===== config.mk =====
export PLATFORM = sky130hd
export DESIGN_NAME = dma_chain_loader
export DESIGN_NICKNAME = d
export VERILOG_FILES = /design/src/rtl/dma_ll_pkg.sv /design/src/rtl/dma_ll_regfile.sv /design/src/rtl/dma_ll_seq.sv /design/src/rtl/dma_chain_loader.sv
export SDC_FILE = /design/constraint.sdc
export NUM_CORES = 1
export LEC_CHECK = 0
export ABC_AREA = 1
export BUFFER_PORTS_ARGS = -buffer_cell sky130_fd_sc_hd__buf_2
export CAP_MARGIN = 15
export CORE_UTILIZATION = 50
export CTS_CLUSTER_DIAMETER = 100
export CTS_CLUSTER_SIZE = 40
export DETAILED_ROUTE_END_ITERATION = 16
export PLACE_DENSITY = 0.79
export SYNTH_ARGS = -nofsm -noshare
export SYNTH_HDL_FRONTEND = slang
export SYNTH_SLANG_ARGS = --single-unit

===== constraint.sdc =====
create_clock -name clk -period 3.4 [get_ports clk]
set_input_delay 0.68 -clock clk [delete_from_list [all_inputs] [get_ports clk]]
set_output_delay 0.68 -clock clk [all_outputs]
set_load 0.02 [all_outputs]

===== src/rtl/dma_ll_pkg.sv =====
package dma_ll_pkg;
    localparam int WORD_W      = 32;
    localparam int N_WORDS     = 8;
    localparam int IDX_W       = $clog2(N_WORDS);
    localparam int ALIGN_LG    = 6;
    localparam int IDX_CTRL    = 0;
    localparam int IDX_LINK_LO = 6;
    localparam int IDX_LINK_HI = 7;

    typedef logic [WORD_W-1:0]               word_t;
    typedef logic [N_WORDS-1:0][WORD_W-1:0]  desc_t;
    typedef logic [2*WORD_W-1:0]             link_t;

    typedef enum logic [1:0] {
        ST_IDLE  = 2'd0,
        ST_RUN   = 2'd1,
        ST_FETCH = 2'd2
    } seq_state_e;

    // Pointer bits below the alignment boundary carry no meaning.
    function automatic logic link_is_null(input link_t link);
        return (link >> ALIGN_LG) == '0;
    endfunction
endpackage


===== src/rtl/dma_ll_regfile.sv =====
module dma_ll_regfile
    import dma_ll_pkg::*;
(
    input  logic             clk,
    input  logic             rst,
    input  logic             sw_we,
    input  logic [IDX_W-1:0] sw_idx,
    input  word_t            sw_data,
    input  logic             ld_en,
    input  desc_t            ld_words,
    output desc_t            regs
);
    word_t regs_q [N_WORDS];

    for (genvar g = 0; g < N_WORDS; g++) begin : g_word
        always_ff @(posedge clk) begin
            if (rst) begin
                regs_q[g] <= '0;
            end else if (ld_en) begin
                regs_q[g] <= ld_words[g];
            end else if (sw_we && sw_idx == IDX_W'(g)) begin
                regs_q[g] <= sw_data;
            end
        end
        assign regs[g] = regs_q[g];
    end
endmodule


===== src/rtl/dma_ll_seq.sv =====
module dma_ll_seq
    import dma_ll_pkg::*;
#(
    parameter int ADDR_W = 32
) (
    input  logic              clk,
    input  logic              rst,
    input  logic              start,
    input  logic              done,
    input  logic              abort,
    input  link_t             link,
    output logic              rd_req,
    output logic [ADDR_W-1:0] rd_addr,
    input  logic              rd_valid,
    input  logic              rd_err,
    input  word_t             rd_data,
    output logic              ld_en,
    output desc_t             ld_words,
    output logic              idle,
    output logic              active,
    output logic              tc,
    output logic              err
);
    seq_state_e                    st_q;
    logic [IDX_W-1:0]              idx_q;
    logic [N_WORDS-2:0][WORD_W-1:0] shadow_q;
    logic                          tc_q;
    logic                          err_q;
    logic                          beat_ok;
    logic                          last_beat;

    assign idle      = (st_q == ST_IDLE);
    assign active    = (st_q == ST_RUN);
    assign rd_req    = (st_q == ST_FETCH);
    assign rd_addr   = {link[ADDR_W-1:ALIGN_LG], {(ALIGN_LG-IDX_W-2){1'b0}}, idx_q, 2'b00};
    assign beat_ok   = rd_req && rd_valid && !rd_err && !abort;
    assign last_beat = (idx_q == IDX_W'(N_WORDS-1));
    assign ld_en     = beat_ok && last_beat;
    assign ld_words  = {rd_data, shadow_q};
    assign tc        = tc_q;
    assign err       = err_q;

    always_ff @(posedge clk) begin
        if (rst) begin
            st_q  <= ST_IDLE;
            idx_q <= '0;
            tc_q  <= 1'b0;
            err_q <= 1'b0;
        end else begin
            tc_q <= 1'b0;
            case (st_q)
                ST_IDLE: begin
                    if (start) begin
                        st_q  <= ST_RUN;
                        err_q <= 1'b0;
                    end
                end
                ST_RUN: begin
                    if (abort) begin
                        st_q <= ST_IDLE;
                    end else if (done) begin
                        if (link_is_null(link)) begin
                            st_q <= ST_IDLE;
                            tc_q <= 1'b1;
                        end else begin
                            st_q  <= ST_FETCH;
                            idx_q <= '0;
                        end
                    end
                end
                ST_FETCH: begin
                    if (abort) begin
                        st_q <= ST_IDLE;
                    end else if (rd_valid) begin
                        if (rd_err) begin
                            st_q  <= ST_IDLE;
                            err_q <= 1'b1;
                        end else begin
                            idx_q <= idx_q + 1'b1;
                            if (last_beat) st_q <= ST_RUN;
                        end
                    end
                end
                default: st_q <= ST_IDLE;
            endcase
        end
    end

    for (genvar g = 0; g < N_WORDS-1; g++) begin : g_shadow
        always_ff @(posedge clk) begin
            if (rst) begin
                shadow_q[g] <= '0;
            end else if (beat_ok && idx_q == IDX_W'(g)) begin
                shadow_q[g] <= rd_data;
            end
        end
    end


    rd_hold_chk: assert property (@(posedge clk) disable iff (rst)
        (rd_req && !rd_valid && !abort) |=> (rd_req && $stable(rd_addr)));


    fetch_err_chk: assert property (@(posedge clk) disable iff (rst)
        (rd_req && rd_valid && rd_err && !abort) |=> (err && idle && !rd_req));


    abort_stop_chk: assert property (@(posedge clk) disable iff (rst)
        (abort && !idle) |=> (idle && !rd_req && !tc));


    tc_single_chk: assert property (@(posedge clk) disable iff (rst)
        tc |=> !tc);
endmodule


===== src/rtl/dma_chain_loader.sv =====
module dma_chain_loader
    import dma_ll_pkg::*;
#(
    parameter int ADDR_W = 32,
    parameter int REG_AW = 8,
    parameter int CH_ID  = 0
) (
    input  logic                  clk,
    input  logic                  rst,
    input  logic                  cfg_we,
    input  logic [REG_AW-1:0]     cfg_addr,
    input  logic [WORD_W-1:0]     cfg_wdata,
    input  logic                  xfer_done,
    input  logic                  abort_req,
    output logic                  mem_rd_req,
    output logic [ADDR_W-1:0]     mem_rd_addr,
    input  logic                  mem_rd_valid,
    input  logic                  mem_rd_err,
    input  logic [WORD_W-1:0]     mem_rd_data,
    output logic [N_WORDS*WORD_W-1:0] ch_regs,
    output logic                  ch_active,
    output logic                  tc_pulse,
    output logic                  fetch_err
);
    localparam int WIN_LG = IDX_W + 2;
    localparam logic [REG_AW-1:0] WIN_BASE = REG_AW'('h40 + 'h20 * CH_ID);

    desc_t            regs;
    desc_t            ld_words;
    logic             ld_en;
    logic             seq_idle;
    logic             cfg_hit;
    logic [IDX_W-1:0] cfg_idx;
    logic             start;

    assign cfg_idx = cfg_addr[WIN_LG-1:2];
    assign cfg_hit = cfg_we
                  && (cfg_addr[REG_AW-1:WIN_LG] == WIN_BASE[REG_AW-1:WIN_LG])
                  && (cfg_addr[1:0] == 2'b00);
    assign start   = cfg_hit && seq_idle && (cfg_idx == IDX_W'(IDX_CTRL)) && cfg_wdata[0];

    dma_ll_regfile u_regs (
        .clk      (clk),
        .rst      (rst),
        .sw_we    (cfg_hit && seq_idle),
        .sw_idx   (cfg_idx),
        .sw_data  (cfg_wdata),
        .ld_en    (ld_en),
        .ld_words (ld_words),
        .regs     (regs)
    );

    dma_ll_seq #(.ADDR_W(ADDR_W)) u_seq (
        .clk      (clk),
        .rst      (rst),
        .start    (start),
        .done     (xfer_done),
        .abort    (abort_req),
        .link     ({regs[IDX_LINK_HI], regs[IDX_LINK_LO]}),
        .rd_req   (mem_rd_req),
        .rd_addr  (mem_rd_addr),
        .rd_valid (mem_rd_valid),
        .rd_err   (mem_rd_err),
        .rd_data  (mem_rd_data),
        .ld_en    (ld_en),
        .ld_words (ld_words),
        .idle     (seq_idle),
        .active   (ch_active),
        .tc       (tc_pulse),
        .err      (fetch_err)
    );

    assign ch_regs = regs;


    fetch_regs_stable_chk: assert property (@(posedge clk) disable iff (rst)
        (mem_rd_req && !ld_en) |=> $stable(regs));
endmodule


==> impl_results.md <==
* CTS resizes at 0
* Layout cells sized above 1 at 20.0%
* GRT Total Usage at 30.0%
* PD cells at 450 nW/um^2
* Largest net degree at the start of global routing at 112
* TritonRoute pass-1 iters at 5
* Max VDD drop at 0.329 mV
* Setup TNS at 0 ps
* R2R Setup Slk at 1000 ps
* CP max stage delay at 390 ps
* DIE HEIGHT at 198 um
* Worst setup EP type: flip-flop
* DP HPWL at 39600 um
* Startpoint Class: flip-flop
* Yosys reg bits at 487
* Register area share after synthesis at 64.3%
* Hold Path Class: input pin to flip-flop
* Nets at 2364
* CP bufs+invs at 2
* # Post-CTS Setup Buffers at 0
* H-tree depth at 1
* CP max-delay cell: dfxtp_1
* Maxcap violations at 0
* Crit path time final at 2400 ps
* Avg Cell Area, Syn at 9.57 um^2
* WL/cell at 21.4 um
* Static leakage at 8.36 nW
* Clk_skew at 27.2 ps
* Worst Setup SP: u_seq.idx_q[0]$_SDFFE_PP0P_
* Hold-fix buffers at CTS at 0
* Commonest non-fill, non-tap cell in the layout: nor2_1
* Die Footprint at 39100 um^2
* Initial Util at 50.8%
* Fmax at 416 MHz
* Final RePlAce weighted congestion at 0.870
* PortBufs at 367
* Die X at 198 um
* Via/cell ratio at 5.62
* Worst rel slew slack at 35.1%
* CTS Buffer Depth at 3
* Clock latency on the worst-skew pair at 560 ps
* Grt total ovfl at 0
* Rows at 71
* CP arrival at 2660 ps
* Slew Viols, Final at 0
* Reg clk slew, reported paths at 130 ps
* Register-to-Register Path Depth at 8
* Post-synth top area cell: edfxtp_1
* Final-report hold violation count at 0
* Ports at 371
* Vias in the first global route at 14500
* Placed inst area at 21300 um^2
* CTS root buffer: clkbuf_16
* Mapped Cells at 2001
* Core box area at 37700 um^2
* Crit Path Class: flip-flop to flip-flop
* Maximum fanout along the worst path at 21
* First-pass GRT wire length at 87200 um
* DRC Markers at 0
* Worst endpoint required time at 3660 ps
* Reg2reg start: u_seq.idx_q[0]$_SDFFE_PP0P_
* Delay-heaviest family, CP: simple AND/OR/NAND/NOR gates
* Highest-count cells in the layout ignoring fill and taps: nor2_1 (423), o21ai_0 (412), buf_2 (367), nand2_1 (259), edfxtp_1 (256)
* Top post-synthesis cells by area: edfxtp_1 (40%), dfxtp_1 (24%), o21ai_0 (11%), nor2_1 (8.3%), nand2_1 (5.3%)
* Worst setup endpoint: u_regs.regs_q[1][1]$_SDFFCE_PN0P_
* RR Endpoint: u_regs.regs_q[1][1]$_SDFFCE_PN0P_
* Crit share post-route at 70.7%
* Synth unique cells at 27
* Status: finished clean
* Share of Yosys cell area claimed by the top area cell type at 40.2%
* Sink Count at 487
* CTS tree: done
* Mapped cell area at 19100 um^2
* CTS buffer count at 16
* Post-DRT Antenna Nets at 0
* Stages on worst setup path at 8
* Worst slew pin tran at 972 ps
* Final setup fails at 0
* Critical path cell sequence: ha_1 -> ha_1 -> nand2_2 -> nand2_1 -> inv_2 -> nand3b_1 -> nand2_2 -> buf_12
* RSZ-0062 raised after global routing: no
* Initial drt markers at 1612
* WL final at 60100 um
* Fill count at 3287
* Initial antenna violation count at 2
* Fin area at 21800 um^2
* Via Count at 15700
* Synth warn at 0
* Synthesis-to-layout area growth at 14.0%
-- Yosys cell counts (all sizes together) --
master,count
a21oi,48
buf,79
clkbuf,70
conb,1
dfxtp,231
edfxtp,256
ha,6
inv,99
nand2,270
nand3,22
nand3b,1
nand4,2
nor2,426
nor3,3
nor4,2
o21ai,442
o22ai,41
o31ai,1
or2,1
-- report_power, final --
group	internal, W	switching, W	leakage [nW]
Combinational	0.000179	0.000542	3.62
Sequential	0.00628	0.0000675	4.50
Clock	0.000978	0.00177	0.238
Total	0.00743	0.00238	8.36
-- per-stage QoR --
step | setup slack, ps | utilization, % | hold WS (ps) | total power [W] | cells
after floorplan | 688 | - | 425 | 0.00683 | 2003
after global placement | 747 | 56.6 | 439 | 0.00717 | 2772
after detailed placement | 710 | 56.6 | 442 | 0.00718 | 2772
after CTS | 1030 | 57.9 | 344 | 0.00980 | 2800
after global routing | 871 | 57.9 | 360 | 0.0101 | 2802
final | 998 | 57.9 | 361 | 0.00981 | 2802
-- layout make-up --
type | count | area [um^2] | area share [%]
antenna | 2 | 5.00 | 0.0229
clock buffer | 26 | 459 | 2.10
clock inverter | 2 | 41.3 | 0.189
inverter | 99 | 377 | 1.73
multi-input combinational | 1268 | 5700 | 26.1
sequential | 487 | 12300 | 56.4
tap | 511 | 639 | 2.93
timing repair buffer | 407 | 2290 | 10.5
-- worst reg2reg max path, stage by stage (launching register included) --
cell and delay [ps]:
dfxtp_1 390, ha_1 240, ha_1 230, nand2_2 110, nand2_1 70, inv_2 280
nand3b_1 170, nand2_2 350, buf_12 250
-- how the worst min path moves through the flow --
stage,cells after the start,from,slack (ps),endpoint
global placement,2,u_seq.ld_words[119]$_SDFFE_PP0P_,440,u_seq.ld_words[119]$_SDFFE_PP0P_
CTS,2,abort_req,340,u_seq.tc$_SDFF_PP0_
global route,2,abort_req,360,u_seq.tc$_SDFF_PP0_
finish,2,abort_req,360,u_seq.tc$_SDFF_PP0_
floorplan,2,u_seq.ld_words[101]$_SDFFE_PP0P_,420,u_seq.ld_words[101]$_SDFFE_PP0P_
detailed placement,2,u_seq.ld_words[102]$_SDFFE_PP0P_,440,u_seq.ld_words[102]$_SDFFE_PP0P_
-- routing by layer --
metal | global-route usage [%] | wire [um] | vias up
met5 | 0 | 0 | -
met4 | 12.6 | 2340 | 0
met3 | 5.21 | 7010 | 121
met2 | 48.3 | 28200 | 1011
met1 | 40.1 | 22500 | 7385
li1 | - | - | 7219
-- sequential cells by signal (all words and copies together), names as in the netlist --
| name | count |
|---|---|
| u_regs.regs_q | 256 |
| u_seq.ld_words | 224 |
| u_seq.idx_q | 3 |
| u_seq.st_q | 2 |
| u_seq.err | 1 |
| u_seq.tc | 1 |
-- cells by family after synthesis --
kind of cell             synth area share [%]
adder cells (fa/ha/maj)                 0.392
AND/OR/NAND/NOR                          14.7
AO/OA/AOI/OAI                            14.2
other                                  0.0196
flip-flops                               64.3
buffers and inverters                    6.37
Power figures use the tool's default switching activity.
